## src/rtl/e1_sa_pkg.sv

```systemverilog
package e1_sa_pkg;
  localparam int SA_COUNT = 5;
  localparam int BIT_W    = 3;
  typedef logic [SA_COUNT-1:0] sa_sel_t;
endpackage

```

## src/rtl/sa_cell_decode.sv

```systemverilog
module sa_cell_decode #(
  parameter int SA_COUNT = e1_sa_pkg::SA_COUNT,
  parameter int BIT_W    = e1_sa_pkg::BIT_W
) (
  input  logic                ts0,
  input  logic                nfas,
  input  logic [BIT_W-1:0]    bit_idx,
  input  logic [SA_COUNT-1:0] sel,
  output logic                hit,
  output logic                boundary
);
  localparam logic [BIT_W-1:0] LAST_SA   = BIT_W'(SA_COUNT - 1);
  localparam logic [BIT_W-1:0] FIRST_BIT = {BIT_W{1'b1}};

  logic in_sa;
  assign in_sa = ts0 && nfas && (bit_idx <= LAST_SA);

  always_comb begin
    hit = 1'b0;
    for (int k = 0; k < SA_COUNT; k++) begin
      if (in_sa && (bit_idx == BIT_W'(k)) && sel[k]) hit = 1'b1;
    end
  end

  assign boundary = ts0 && nfas && (bit_idx == FIRST_BIT);
endmodule

```

## src/rtl/sa_sel_reg.sv

```systemverilog
module sa_sel_reg #(
  parameter int SA_COUNT = e1_sa_pkg::SA_COUNT
) (
  input  logic                clk,
  input  logic                rst_n,
  input  logic                wr,
  input  logic [SA_COUNT-1:0] wdata,
  input  logic                boundary,
  output logic [SA_COUNT-1:0] act
);
  logic [SA_COUNT-1:0] pend;
  logic [SA_COUNT-1:0] next_val;

  assign next_val = wr ? wdata : pend;

  always_ff @(posedge clk or negedge rst_n) begin
    if (!rst_n) begin
      pend <= '0;
      act  <= '0;
    end else begin
      pend <= next_val;
      if (boundary) act <= next_val;
    end
  end


  sel_hold_chk: assert property (@(posedge clk) disable iff (!rst_n)
    !boundary |=> $stable(act));
endmodule

```

## src/rtl/sa_tx_insert.sv

```systemverilog
module sa_tx_insert (
  input  logic clk,
  input  logic rst_n,
  input  logic hit,
  input  logic dl_bit,
  input  logic line_in,
  output logic line_out
);
  always_ff @(posedge clk or negedge rst_n) begin
    if (!rst_n) line_out <= 1'b0;
    else        line_out <= hit ? dl_bit : line_in;
  end


  tx_insert_chk: assert property (@(posedge clk) disable iff (!rst_n)
    hit |=> (line_out == $past(dl_bit)));

  tx_pass_chk: assert property (@(posedge clk) disable iff (!rst_n)
    !hit |=> (line_out == $past(line_in)));
endmodule

```

## src/rtl/sa_rx_extract.sv

```systemverilog
module sa_rx_extract (
  input  logic clk,
  input  logic rst_n,
  input  logic hit,
  input  logic line_in,
  output logic dl_bit,
  output logic dl_clk
);
  always_ff @(posedge clk or negedge rst_n) begin
    if (!rst_n) begin
      dl_bit <= 1'b0;
      dl_clk <= 1'b0;
    end else begin
      dl_clk <= hit;
      if (hit) dl_bit <= line_in;
    end
  end


  rx_take_chk: assert property (@(posedge clk) disable iff (!rst_n)
    hit |=> (dl_clk && (dl_bit == $past(line_in))));

  rx_hold_chk: assert property (@(posedge clk) disable iff (!rst_n)
    !hit |=> (!dl_clk && $stable(dl_bit)));
endmodule

```

## src/rtl/e1_sa_link.sv

```systemverilog
module e1_sa_link #(
  parameter int SA_COUNT = e1_sa_pkg::SA_COUNT,
  parameter int BIT_W    = e1_sa_pkg::BIT_W
) (
  input  logic                clk,
  input  logic                rst_n,
  input  logic                sel_wr,
  input  logic [SA_COUNT-1:0] sel_data,
  input  logic                tx_ts0,
  input  logic                tx_nfas,
  input  logic [BIT_W-1:0]    tx_bit_idx,
  input  logic                tx_line_in,
  input  logic                tx_dl,
  output logic                tx_line_out,
  output logic                tx_dl_clk,
  input  logic                rx_ts0,
  input  logic                rx_nfas,
  input  logic [BIT_W-1:0]    rx_bit_idx,
  input  logic                rx_line_in,
  output logic                rx_dl,
  output logic                rx_dl_clk
);
  logic [SA_COUNT-1:0] tx_act, rx_act;
  logic tx_hit, tx_bnd, rx_hit, rx_bnd;

  sa_cell_decode #(.SA_COUNT(SA_COUNT), .BIT_W(BIT_W)) u_tx_dec (
    .ts0(tx_ts0), .nfas(tx_nfas), .bit_idx(tx_bit_idx), .sel(tx_act),
    .hit(tx_hit), .boundary(tx_bnd));

  sa_cell_decode #(.SA_COUNT(SA_COUNT), .BIT_W(BIT_W)) u_rx_dec (
    .ts0(rx_ts0), .nfas(rx_nfas), .bit_idx(rx_bit_idx), .sel(rx_act),
    .hit(rx_hit), .boundary(rx_bnd));

  sa_sel_reg #(.SA_COUNT(SA_COUNT)) u_tx_sel (
    .clk(clk), .rst_n(rst_n), .wr(sel_wr), .wdata(sel_data),
    .boundary(tx_bnd), .act(tx_act));

  sa_sel_reg #(.SA_COUNT(SA_COUNT)) u_rx_sel (
    .clk(clk), .rst_n(rst_n), .wr(sel_wr), .wdata(sel_data),
    .boundary(rx_bnd), .act(rx_act));

  sa_tx_insert u_tx (
    .clk(clk), .rst_n(rst_n), .hit(tx_hit), .dl_bit(tx_dl),
    .line_in(tx_line_in), .line_out(tx_line_out));

  sa_rx_extract u_rx (
    .clk(clk), .rst_n(rst_n), .hit(rx_hit), .line_in(rx_line_in),
    .dl_bit(rx_dl), .dl_clk(rx_dl_clk));

  assign tx_dl_clk = tx_hit;


  tx_frame_only_chk: assert property (@(posedge clk) disable iff (!rst_n)
    tx_dl_clk |-> (tx_ts0 && tx_nfas));

  tx_zero_sel_chk: assert property (@(posedge clk) disable iff (!rst_n)
    (tx_act == '0) |-> !tx_dl_clk);
endmodule

```

## config.mk

```make
export PLATFORM = sky130hd
export DESIGN_NAME = e1_sa_link
export DESIGN_NICKNAME = d
export VERILOG_FILES = /design/src/rtl/e1_sa_pkg.sv /design/src/rtl/sa_cell_decode.sv /design/src/rtl/sa_sel_reg.sv /design/src/rtl/sa_tx_insert.sv /design/src/rtl/sa_rx_extract.sv /design/src/rtl/e1_sa_link.sv
export SDC_FILE = /design/constraint.sdc
export NUM_CORES = 1
export LEC_CHECK = 0
export BUFFER_PORTS_ARGS = -buffer_cell sky130_fd_sc_hd__buf_2
export CAP_MARGIN = 10
export CORE_AREA = 3 3 47 49
export CTS_BUF_LIST = sky130_fd_sc_hd__clkbuf_8
export DETAILED_ROUTE_END_ITERATION = 6
export DIE_AREA = 0 0 50 52
export GPL_ROUTABILITY_DRIVEN = 1
export PLACE_DENSITY = 0.77
export SKIP_LAST_GASP = 1
export SLEW_MARGIN = 10
export SYNTH_ARGS = -nofsm -noshare
export SYNTH_HDL_FRONTEND = slang
export SYNTH_HIERARCHICAL = 1
export SYNTH_SLANG_ARGS = --single-unit
```

## constraint.sdc

```tcl
create_clock -name clk -period 1.3 [get_ports clk]
set_input_delay 0.195 -clock clk [delete_from_list [all_inputs] [get_ports clk]]
set_output_delay 0.195 -clock clk [all_outputs]
set_load 0.1 [all_outputs]
```

## Yosys cells after proc, flatten, opt, wreduce, memory -nomap -nowiden

Cells that the tools add are included.
Widths: inputs -> output; s select.

- Output and inout bits: 4
- Register bits after elaboration: 23
- Word-level logic and storage cells: 60

- Muxes and demuxes: 13
- Equality and inequality tests: 10
- $lt $le $gt $ge: 2
- Reduce and logical (&&, ||, !) cells: 28

Operator list:

| kind | number |
|---|---|
| $logic_and 1x1->1 | 26 |
| $eq 3x2->1 const B | 4 |
| $eq 3x3->1 const B | 4 |
| $mux 1 | 11 |
| $mux 5 | 2 |
| $eq 3x1->1 const B | 2 |
| $le 3x3->1 const B | 2 |
| $logic_not 3->1 | 2 |

## Logic depth before layout (Yosys ltp)

- Word-level depth: 10
- Gate-level depth with buffers: 4
- Mapped depth without buffers: 4

## Hierarchy

Netlist, hierarchy kept.

Modules (own cells, without submodules):

| module | times used | cells each | area each (sq um) |
|---|---|---|---|
| sa_sel_reg | 2 | 20 | 362.8 |
| sa_cell_decode | 2 | 11 | 63.8 |
| sa_rx_extract | 1 | 3 | 65.1 |
| sa_tx_insert | 1 | 2 | 40.0 |

## Worst setup path after synthesis

No wires, ideal clock.

- Kind: register to register
- From: register u_tx_sel.act[0]
- To: register u_tx.line_out
- Buffers on the path: 0
- Arrival time: 1.648 ns
- Required time: 1.174 ns
- Cell stages (with the launch flop): 5
- Path slack: -0.474 ns
- Library setup time: 0.126 ns
- Cell sequence: dfrtp_1 > nor4_1 > nor3_1 > o21a_1 > mux2_4

- Longest elaborated chain between the ends: 7

Ends and longest elaborated chain:

| item | line | source |
|---|---|---|
| start, declared | sa_sel_reg.sv:9 | `output logic [SA_COUNT-1:0] act` |
| start signal, assigned | sa_sel_reg.sv:22 | `if (boundary) act <= next_val;` |
| $logic_and 1x1->1 | sa_cell_decode.sv:21 | `if (in_sa && (bit_idx == BIT_W'(k)) && sel[k]) hit = 1'b1;` |
| $mux 1 (5 in a row) | sa_cell_decode.sv:21 |  |
| named net tx_dl_clk | e1_sa_link.sv:15 | `output logic tx_dl_clk,` |
| $mux 1 | sa_tx_insert.sv:11 | `else line_out <= hit ? dl_bit : line_in;` |
| end signal, assigned | sa_tx_insert.sv:11 |  |
| end, declared | sa_tx_insert.sv:7 | `output logic line_out` |

The timed path passes the listed nets, and every way through them passes these cells.
A chain may end at the register's enable or synchronous reset.

## Worst setup path after layout

- From: register u_tx_sel.act[0]
- To: output tx_dl_clk

- Longest elaborated chain between the ends: 6

Ends and longest elaborated chain:

| item | line |
|---|---|
| $logic_and 1x1->1 | sa_cell_decode.sv:21 |
| $mux 1 (5 in a row) | sa_cell_decode.sv:21 |
| end, declared | e1_sa_link.sv:15 |

Every way passes these cells.

==> metrics.md <==
| Metric | Value |
|---|---|
| WS Path Type | register to output port |
| Clk pwr share | between 20% and 30% |
| H-tree Lvls | 1 |
| Net count, final | 121 |
| Crit path arrival time | 1240 ps |
| Switching power total | ~0.49 mW |
| Layout cells sized above 1 | 56.57% |
| Synth area leader | dfrtp_1 |
| First-pass GRT wire length | between 2000 and 3000 um |
| Setup Slack @ Placement | around 28 ps |
| Status | complete, but fails checks |
| Clock buffer depth | 2 |
| ANT cells | 0 |
| Max-cap violations | 0 |
| Seq/Total Area, Yosys | about 60% |
| Die Span Y | 52 um |
| Measured slew at the worst slew-check pin | around 500 ps |
| Seq pwr share | a little over half |
| Post-Syn Instances | 67 |
| Top cells by count, synth | 23 x dfrtp_1, 20 x mux2_2, 4 x nor2_1 |
| Syn_nets | 88 |
| P_leak | 0.5659 nW |
| Ys async rst share | 100.0% |
| Cell Int Power | between 1 and 1.5 mW |
| Final Non-Filler Cells | about 130 |
| Top-area cell type share of the netlist area | about 60% |
| Max Slew Vio Count | 0 |
| Tot GR Track Use | around an eighth |
| Final core utilization | between 60 and 70% |
| GP Congestion | between 0.6 and 0.7 |
| Max frequency | roughly 700 MHz |
| Most instantiated library cell after synthesis | dfrtp_1 |
| DRT antenna net count | 0 |
| Hold WS | 165.5 ps |
| Min-delay src | tx_dl |
| Multi-input gate area | ~410 um2 |
| Power share of the combinational group | between 20% and 30% |
| Final setup viols | 2 |
| Worst slew margin | 67.83% |
| Synth area leaders | dfrtp_1 60%, mux2_2 23%, mux2_4 3.1%, mux2i_1 2.1%, nor2_1 1.6% |
| Clock transition at path regs | ~70 ps |
| Reg2reg start | u_tx_sel/act[0]$_DFFE_PN0P_ |
| CTS Root Cell | clkbuf_8 |
| Area Growth Syn to Fin | 28.20% |
| Tmin final | 1432 ps |
| Clk sinks | 23 |
| Crit path from | u_tx_sel/act[0]$_DFFE_PN0P_ |
| Detailed Routing Iterations Pass 1 | 4 |
| DR vias/cell | approximately 5 |
| Vias after detailed routing | around 630 |
| I/O Buffers | 24 |
| Power Density | 1406 nW/um2 |
| Setup TNS | -177.0 ps |
| RSZ-0062 raised after global routing | true |
| Clock Latency Late Sink | around 260 ps |
| Final WS setup | -132.5 ps |
| Wire length per cell | between 10 and 15 um |
| Maximum VDD drop | 0.0009837 V |
| Seq cells post-synth | 23 |
| Rows | 16 |
| Antenna violations before repair | 0 |
| Initial core utilization | between 50% and 60% |
| Placed insts | 120 |
| GRT Residual Overflow | 0 |
| 1st-iter DRT viols | 7 |
| Placed inst area | 1150 um2 |
| HP Class | input pin to register |
| Critical path peak fanout | 2 |
| CTS Buf Count | 3 |
| Required time worst endpoint | 1110 ps |
| Largest net degree at the start of global routing | 24 |
| # IOs | 25 |
| Ratio of final minimum period to clock period | 110.2% |
| Count of cell types in the netlist | 13 |
| Crit end category | output port |
| Fillcell total | between 100 and 150 |
| Number of enable flip-flop cells after synthesis | 0 |
| Via count of the first global-routing pass | 630 |
| Die Area | between 2000 and 3000 um2 |
| Ys flop type | dfrtp_1 |
| Failing checks | setup timing |
| Die X | approximately 50 um |
| Syn_area_per_cell | around 14 um2 |
| Final hold vios | 0 |
| Critical path startpoint category | register |
| Tot Pwr | roughly 1.7 mW |
| Yosys warning count | 6 |
| Sequential cell area | between 500 and 600 um2 |
| DR DRC count | 0 |
| Design area | 1229 um2 |
| Sw Ratio | about 29% |
| DP Wirelength | 1279 um |
| Clock skew | around 4.5 ps |
| Core Box Area | around 1900 um2 |
| WL final | 1678 um |
| TritonCTS clock tree | done |
| Cell area after synthesis | ~960 um2 |
-- worst max-delay path, stage by stage (launching register included) --
cell,delay [ps]
dfrtp_1,390
nor4_2,200
nor3_2,90
o21a_4,140
buf_12,160
-- final cells by class --
| class | count | share of cell area, % |
|---|---|---|
| clock buffers | 3 | 3.360 |
| clock inverters | 1 | 0.3055 |
| multi-input cells | 44 | 33.10 |
| flip-flops and latches | 23 | 46.84 |
| well taps | 27 | 2.749 |
| repair buffers | 28 | 13.65 |
-- flip-flops by register name (all words and copies together), names as in the netlist --
name / cells
u_rx_sel/act: 5
u_tx/line_out: 1
u_tx_sel/act: 5
u_rx_sel/pend: 5
u_tx_sel/pend: 5
u_rx/dl_clk: 1
u_rx/dl_bit: 1
-- cells in the final DEF (no fill, tap or decap) --
cell,n
inv_1,1
clkbuf_8,3
nor3b_1,1
dlygate4sd3_1,1
buf_4,3
nand2_1,2
dfrtp_1,23
nor3_1,1
mux2_4,2
nor3_2,1
o21a_1,1
mux2i_1,2
nand2b_1,2
nor4_1,1
nand3_1,2
mux2_2,20
nor3b_2,1
nor2_1,4
buf_2,23
a21oi_1,2
o21a_4,1
buf_12,1
nor4_2,1
-- timing repair --
item | in CTS | in global routing
hold buffers | 1 | 0
pin swaps | 0 | 2
gates cloned | 0 | 0
setup buffers | 0 | 1
hold endpoints to repair | 23 | 0
resized for setup | 1 | 2
setup endpoints to repair | 1 | 2
-- power groups by stage --
stage                     logic, mW  registers (mW)  clock network, mW
after CTS                     0.416           0.903              0.420
after detailed placement      0.411           0.917                  0
after global placement        0.400           0.912                  0
final                         0.418           0.903              0.407
after global routing          0.449           0.917              0.452
after floorplan               0.192            1.01                  0
-- final timing paths --
check | slack (ps) | end | cells past startpoint
min | 170 | u_tx/line_out$_DFF_PN0_ | 2
min reg2reg | 500 | u_rx_sel/pend[1]$_DFF_PN0_ | 1
max in group asynchronous | 550 | u_rx_sel/pend[3]$_DFF_PN0_ | 2
max | -130 | tx_dl_clk | 4
min in group asynchronous | 420 | u_tx/line_out$_DFF_PN0_ | 2
max reg2reg | -40 | u_tx/line_out$_DFF_PN0_ | 5
-- cell families after synthesis --
logic type      after synthesis  share of synthesized area [%]
mux                          24                          28.72
compound gates                4                          2.611
flops                        23                          60.05
simple gates                 16                          8.615
-- metal layers --
| metal | track usage [%] | share of wire, % | vias up | wire (um) |
|---|---|---|---|---|
| met5 | 0 | 0 | - | 0 |
| met4 | 6.912 | 1.1 | 0 | 19 |
| met3 | 3.152 | 2.8 | 2 | 47 |
| met2 | 22.83 | 53 | 10 | 891 |
| met1 | 14.29 | 43 | 309 | 719 |
| li1 | - | - | 308 | - |
(Power assumes the default switching activity.)
